File: config.mk
export PLATFORM = sky130hd
export DESIGN_NAME = dp_exec_unit
export DESIGN_NICKNAME = d
export VERILOG_FILES = /design/src/rtl/dp_exec_pkg.sv /design/src/rtl/dp_adder.sv /design/src/rtl/dp_logic.sv /design/src/rtl/dp_ctrl.sv /design/src/rtl/dp_exec_unit.sv
export SDC_FILE = /design/constraint.sdc
export NUM_CORES = 1
export LEC_CHECK = 0
export BUFFER_PORTS_ARGS = -buffer_cell sky130_fd_sc_hd__buf_2
export CORE_MARGIN = 10
export CORE_UTILIZATION = 45
export DETAILED_ROUTE_END_ITERATION = 6
export GPL_ROUTABILITY_DRIVEN = 1
export PLACE_DENSITY_LB_ADDON = 0.08
export SETUP_SLACK_MARGIN = 0.15
export SLEW_MARGIN = 15
export SYNTH_ARGS = -nofsm -noshare
export SYNTH_HDL_FRONTEND = slang
export SYNTH_SLANG_ARGS = --single-unit
File: constraint.sdc
create_clock -name vclk -period 17.45
set_clock_uncertainty 0.1 [all_clocks]
set_input_delay 4.3625 -clock vclk [all_inputs]
set_output_delay 4.3625 -clock vclk [all_outputs]
set_load 0.005 [all_outputs]
File: src/rtl/dp_exec_pkg.sv
// Package: shared opcode encoding, flag bit positions and operation class helpers.
// Assumes the 4-bit opcode field arrives exactly as decoded upstream.
package dp_exec_pkg;

    typedef enum logic [3:0] {
        OP_AND = 4'd0,  OP_EOR = 4'd1,  OP_SUB = 4'd2,  OP_RSB = 4'd3,
        OP_ADD = 4'd4,  OP_ADC = 4'd5,  OP_SBC = 4'd6,  OP_RSC = 4'd7,
        OP_TST = 4'd8,  OP_TEQ = 4'd9,  OP_CMP = 4'd10, OP_CMN = 4'd11,
        OP_ORR = 4'd12, OP_MOV = 4'd13, OP_BIC = 4'd14, OP_MVN = 4'd15
    } dp_op_e;

    localparam int FLAG_N = 3;
    localparam int FLAG_Z = 2;
    localparam int FLAG_C = 1;
    localparam int FLAG_V = 0;

    // True for the compare/test group, which never writes a register.
    function automatic logic op_is_test(input logic [3:0] op);
        return op[3:2] == 2'b10;
    endfunction

    // True for operations that go through the adder.
    function automatic logic op_is_arith(input logic [3:0] op);
        return (op >= 4'd2 && op <= 4'd7) || op == 4'd10 || op == 4'd11;
    endfunction

endpackage

File: src/rtl/dp_adder.sv
// Module: shared adder for all arithmetic operations.
// Chooses operand order, inversion and carry-in per opcode; outputs sum,
// carry-out of the top bit and signed overflow. Assumes op is arithmetic
// when its outputs are used; other opcodes fall back to a plain a+b.
module dp_adder
    import dp_exec_pkg::*;
#(
    parameter int WIDTH = 32
) (
    input  logic [3:0]       op,
    input  logic [WIDTH-1:0] opnd_a,
    input  logic [WIDTH-1:0] opnd_b,
    input  logic             c_flag,
    output logic [WIDTH-1:0] sum,
    output logic             carry_out,
    output logic             overflow
);
    localparam int MSB = WIDTH - 1;

    logic [WIDTH-1:0] add_x;
    logic [WIDTH-1:0] add_y;
    logic             add_ci;
    logic [WIDTH:0]   wide_sum;

    // Select adder inputs and carry-in for the current opcode.
    always_comb begin
        add_x  = opnd_a;
        add_y  = opnd_b;
        add_ci = 1'b0;
        case (op)
            OP_ADD, OP_CMN: begin add_x = opnd_a; add_y = opnd_b;  add_ci = 1'b0;   end
            OP_ADC:         begin add_x = opnd_a; add_y = opnd_b;  add_ci = c_flag; end
            OP_SUB, OP_CMP: begin add_x = opnd_a; add_y = ~opnd_b; add_ci = 1'b1;   end
            OP_SBC:         begin add_x = opnd_a; add_y = ~opnd_b; add_ci = c_flag; end
            OP_RSB:         begin add_x = opnd_b; add_y = ~opnd_a; add_ci = 1'b1;   end
            OP_RSC:         begin add_x = opnd_b; add_y = ~opnd_a; add_ci = c_flag; end
            default:        begin add_x = opnd_a; add_y = opnd_b;  add_ci = 1'b0;   end
        endcase
    end

    // One carry-propagate add with an extra bit to capture carry-out.
    always_comb begin
        wide_sum  = {1'b0, add_x} + {1'b0, add_y} + {{WIDTH{1'b0}}, add_ci};
        sum       = wide_sum[MSB:0];
        carry_out = wide_sum[WIDTH];
        overflow  = (add_x[MSB] == add_y[MSB]) && (wide_sum[MSB] != add_x[MSB]);
    end

endmodule

File: src/rtl/dp_logic.sv
// Module: bitwise unit for the logical, move and test operations.
// Assumes opnd_b has already passed through the shifter.
module dp_logic
    import dp_exec_pkg::*;
#(
    parameter int WIDTH = 32
) (
    input  logic [3:0]       op,
    input  logic [WIDTH-1:0] opnd_a,
    input  logic [WIDTH-1:0] opnd_b,
    output logic [WIDTH-1:0] lres
);
    // Pick the bitwise function for the opcode.
    always_comb begin
        case (op)
            OP_AND, OP_TST: lres = opnd_a & opnd_b;
            OP_EOR, OP_TEQ: lres = opnd_a ^ opnd_b;
            OP_ORR:         lres = opnd_a | opnd_b;
            OP_MOV:         lres = opnd_b;
            OP_BIC:         lres = opnd_a & ~opnd_b;
            OP_MVN:         lres = ~opnd_b;
            default:        lres = opnd_a & opnd_b;
        endcase
    end

endmodule

File: src/rtl/dp_ctrl.sv
// Module: write-back routing, unpredictable detection and flag selection.
// Assumes index PC_IDX names the program counter and that the condition
// was evaluated upstream.
module dp_ctrl
    import dp_exec_pkg::*;
#(
    parameter int WIDTH   = 32,
    parameter int IDX_W   = 4,
    parameter int PC_IDX  = 15
) (
    input  logic [3:0]       op,
    input  logic             set_flags,
    input  logic             cond_ok,
    input  logic             rsr_form,
    input  logic [IDX_W-1:0] rd_idx,
    input  logic [IDX_W-1:0] rn_idx,
    input  logic [IDX_W-1:0] rs_idx,
    input  logic [IDX_W-1:0] rm_idx,
    input  logic [WIDTH-1:0] sum,
    input  logic             carry_out,
    input  logic             overflow,
    input  logic [WIDTH-1:0] lres,
    input  logic             shift_cy,
    input  logic [3:0]       flags_in,
    output logic [WIDTH-1:0] result,
    output logic             reg_we,
    output logic             pc_we,
    output logic [3:0]       flags_out,
    output logic             unpred
);
    localparam logic [IDX_W-1:0] PC_SEL = IDX_W'(PC_IDX);

    logic is_test, is_arith, writes, to_pc, uses_rn, rsr_bad, active, upd;
    logic [3:0] next_flags;

    // Classify the operation and its destination.
    always_comb begin
        is_test  = op_is_test(op);
        is_arith = op_is_arith(op);
        writes   = !is_test;
        to_pc    = rd_idx == PC_SEL;
        uses_rn  = (op != OP_MOV) && (op != OP_MVN);
    end

    // Detect unpredictable encodings; the register-shift case ignores the condition.
    always_comb begin
        rsr_bad = rsr_form && ((rm_idx == PC_SEL) || (rs_idx == PC_SEL) ||
                               (writes && to_pc) || (uses_rn && rn_idx == PC_SEL));
        unpred  = rsr_bad || (cond_ok && writes && to_pc && set_flags);
        active  = cond_ok && !unpred;
    end

    // Route the result and raise the matching write strobe.
    always_comb begin
        result = is_arith ? sum : lres;
        reg_we = active && writes && !to_pc;
        pc_we  = active && writes && to_pc;
    end

    // Form candidate flags and choose between them and the held flags.
    always_comb begin
        next_flags[FLAG_N] = result[WIDTH-1];
        next_flags[FLAG_Z] = result == '0;
        next_flags[FLAG_C] = is_arith ? carry_out : shift_cy;
        next_flags[FLAG_V] = is_arith ? overflow  : flags_in[FLAG_V];
        upd                = active && (set_flags || is_test);
        flags_out          = upd ? next_flags : flags_in;
    end

endmodule

File: src/rtl/dp_exec_unit.sv
// Module: top of the data-processing execute stage (purely combinational).
// Joins the shared adder, the bitwise unit and the write-back control.
// Assumes operands and flags are stable for the whole evaluation.
module dp_exec_unit
    import dp_exec_pkg::*;
#(
    parameter int WIDTH  = 32,
    parameter int IDX_W  = 4,
    parameter int PC_IDX = 15
) (
    input  logic [3:0]       op,
    input  logic             set_flags,
    input  logic             cond_ok,
    input  logic             rsr_form,
    input  logic [IDX_W-1:0] rd_idx,
    input  logic [IDX_W-1:0] rn_idx,
    input  logic [IDX_W-1:0] rs_idx,
    input  logic [IDX_W-1:0] rm_idx,
    input  logic [WIDTH-1:0] opnd_a,
    input  logic [WIDTH-1:0] opnd_b,
    input  logic             shift_cy,
    input  logic [3:0]       flags_in,
    output logic [WIDTH-1:0] result,
    output logic             reg_we,
    output logic             pc_we,
    output logic [3:0]       flags_out,
    output logic             unpred
);
    logic [WIDTH-1:0] sum;
    logic [WIDTH-1:0] lres;
    logic             carry_out;
    logic             overflow;

    dp_adder #(.WIDTH(WIDTH)) u_add (
        .op(op), .opnd_a(opnd_a), .opnd_b(opnd_b), .c_flag(flags_in[FLAG_C]),
        .sum(sum), .carry_out(carry_out), .overflow(overflow)
    );

    dp_logic #(.WIDTH(WIDTH)) u_log (
        .op(op), .opnd_a(opnd_a), .opnd_b(opnd_b), .lres(lres)
    );

    dp_ctrl #(.WIDTH(WIDTH), .IDX_W(IDX_W), .PC_IDX(PC_IDX)) u_ctl (
        .op(op), .set_flags(set_flags), .cond_ok(cond_ok), .rsr_form(rsr_form),
        .rd_idx(rd_idx), .rn_idx(rn_idx), .rs_idx(rs_idx), .rm_idx(rm_idx),
        .sum(sum), .carry_out(carry_out), .overflow(overflow), .lres(lres),
        .shift_cy(shift_cy), .flags_in(flags_in), .result(result),
        .reg_we(reg_we), .pc_we(pc_we), .flags_out(flags_out), .unpred(unpred)
    );

endmodule

==> out/results.tsv <==
metric	value	unit
timing.fmax	66.7	MHz
worstHoldPathType	in2out	
dieWidth	132	µm
final_core_util	50.7	%
final-hold-violation-count	0	
viasPerCell	6.32	
overflow	0	
initial_core_util	45.4	%
syn2layout_area_growth	11.6	%
globalplace.congestion	0.955	
grt-busiest-layer	met2	
swShare	60.9	%
synth_top_area_share	13.9	%
grt_max_degree	62	
internal-power	111	µW
irDropWorstVdd	0.0223	mV
tightestPinTransition	928	ps
antenna_found_initial	0	
regArea	0	µm²
n_antenna_cell	0	
clkbuf_count	0	
cp_cell_sequence	buf_2, buf_4, inv_1, nor2_1, nand2_2, o221a_2, fa_1, inv_1, fa_1, a2111oi_2, a21oi_1, a211oi_1, nand4b_1, or4b_1, or4b_1, a2111o_1, nand2_1, buf_2	
setup_viol	0	
ys_types	86	
holdWs	8890	ps
power_leakage	0.00291	µW
synth.area.top_cells	ha_1 (14%), nand2_1 (7.9%), a21oi_1 (6.5%)	
crit_type	in2out	
hold_buffers	0	
fin_total_pwr	284	µW
finalMaxSlewViolations	0	
cts_setup_buffers	0	
grt_usage	24.5	%
final_cell_count_no_fill	1148	
start_kind	input pin	
grt_pass1_vias	6805	
nets	1135	
yosysSeqAreaShare	0	%
synth_area_per_cell	6.35	µm²
cp_max_fo	46	
post-synth-top-count-cell	nand2_1	
critPathTopFamily	simple AND/OR/NAND/NOR gates	
fp-row-count	41	
vias	7254	
worstPathRequired	12990	ps
layout_min_cycle_time	15000	ps
cpMaxStageDelayCell	or4b_1	
fill_cells	1368	
synth_largest_area_cell	ha_1	
rsz0062_at_grt	false	
period_share	86.0	%
relSlewSlack	38.1	%
grt_pass1_wl	36500	µm
yosys-top-cells-count	nand2_1 (120), inv_1 (83), a21oi_1 (74), o21ai_0 (73), ha_1 (63)	
tns	0	ps
io_buffer_count	131	
failed_checks	DRC	
placedCellCount	1148	
p_comb_share	100.0	%
design.seq.count	0	
p_clk_share	0	%
wl	23100	µm
ios	131	
drt-initial-drc-count	685	
max_stage_delay	630	ps
status	finished with violations	
core_area	0.0125	mm²
grt_util_met1	33.2	%
hpwl	17400	µm
drcViolationCount	3	
worst_ep_arrival_time	10540	ps
synthesis.area	0.00569	mm²
multi_input_comb_area	0.00508	mm²
ys_warn_count	0	
drt_first_pass_iters	7	
path_buf_inv	5	
syn-num-nets	1053	
wl_per_cell	20.1	µm
die_h	132	µm
cp-end-kind	output pin	
ant_nets	0	
cts_resized	0	
grtUsageMet2	40.2	%
drive_gt1_share	17.0	%
syn_inst	896	
seq_power_share	0	%
powerDensity	44.8	mW/mm²
use_met3	3.85	%
p_switching	173	µW
drv_cap	0	
dieArea	0.0175	mm²
cells in the final DEF, fill, tap and decap left out, types with 5 or more instances in the layout:
cell and count:
buf_4 10, a211oi_1 12, ha_1 63, a21oi_1 74
nor2b_1 6, a31oi_1 10, o221ai_1 34, xnor2_1 35
xor2_1 17, or3_1 6, buf_2 131, a22oi_1 11
o31ai_1 8, o32ai_1 9, o22ai_1 12, o21a_1 11
nand4_1 10, a22o_1 5, inv_1 83, a21o_1 16
o211ai_1 13, a221oi_1 8, nor3_1 19, and3_1 6
o21ai_0 73, nand2_1 119, nand3_1 27, a32oi_1 5
nor2_1 47
per-layer routing:
layer / wire (µm) / vias to the layer above
li1: - / 3523
met1: 10200 / 3328
met2: 10300 / 371
met3: 2220 / 32
met4: 395 / 0
met5: 0 / -
kinds of logic after synthesis:
family                   share of synthesized area, %
XOR/XNOR                                         8.01
adder cells (fa/ha/maj)                          14.6
multiplexers                                    0.550
AND/OR/NAND/NOR                                  22.8
buffers and inverters                            10.7
AO/OA/AOI/OAI                                    43.4
worst paths after layout:
| kind | from | end | slack [ps] | depth (start not counted) |
|---|---|---|---|---|
| max | op[0] | flags_out[2] | 2450 | 18 |
| min | rsr_form | pc_we | 8890 | 3 |
area by class of cell:
cell class	instances	area share, %
tap	172	3.39
inverter	84	4.97
timing repair buffer	141	11.5
multi-input combinational	751	80.1
power groups by stage:
stage                     combinational, µW  clock (µW)  sequential (µW)
after CTS                               280           0                0
after detailed placement                278           0                0
after global routing                    313           0                0
final                                   284           0                0
after global placement                  279           0                0
after floorplan                         191           0                0
metrics by stage:
stage          instance area (µm²)  setup slack (ps)
6_report                      6340              2450
5_1_grt                       6340              2040
4_1_cts                       6340              2570
3_5_place_dp                  6340              2570
3_3_place_gp                  6340              2750
2_1_floorplan                 5690              3850
Power figures use the tool's default switching activity.
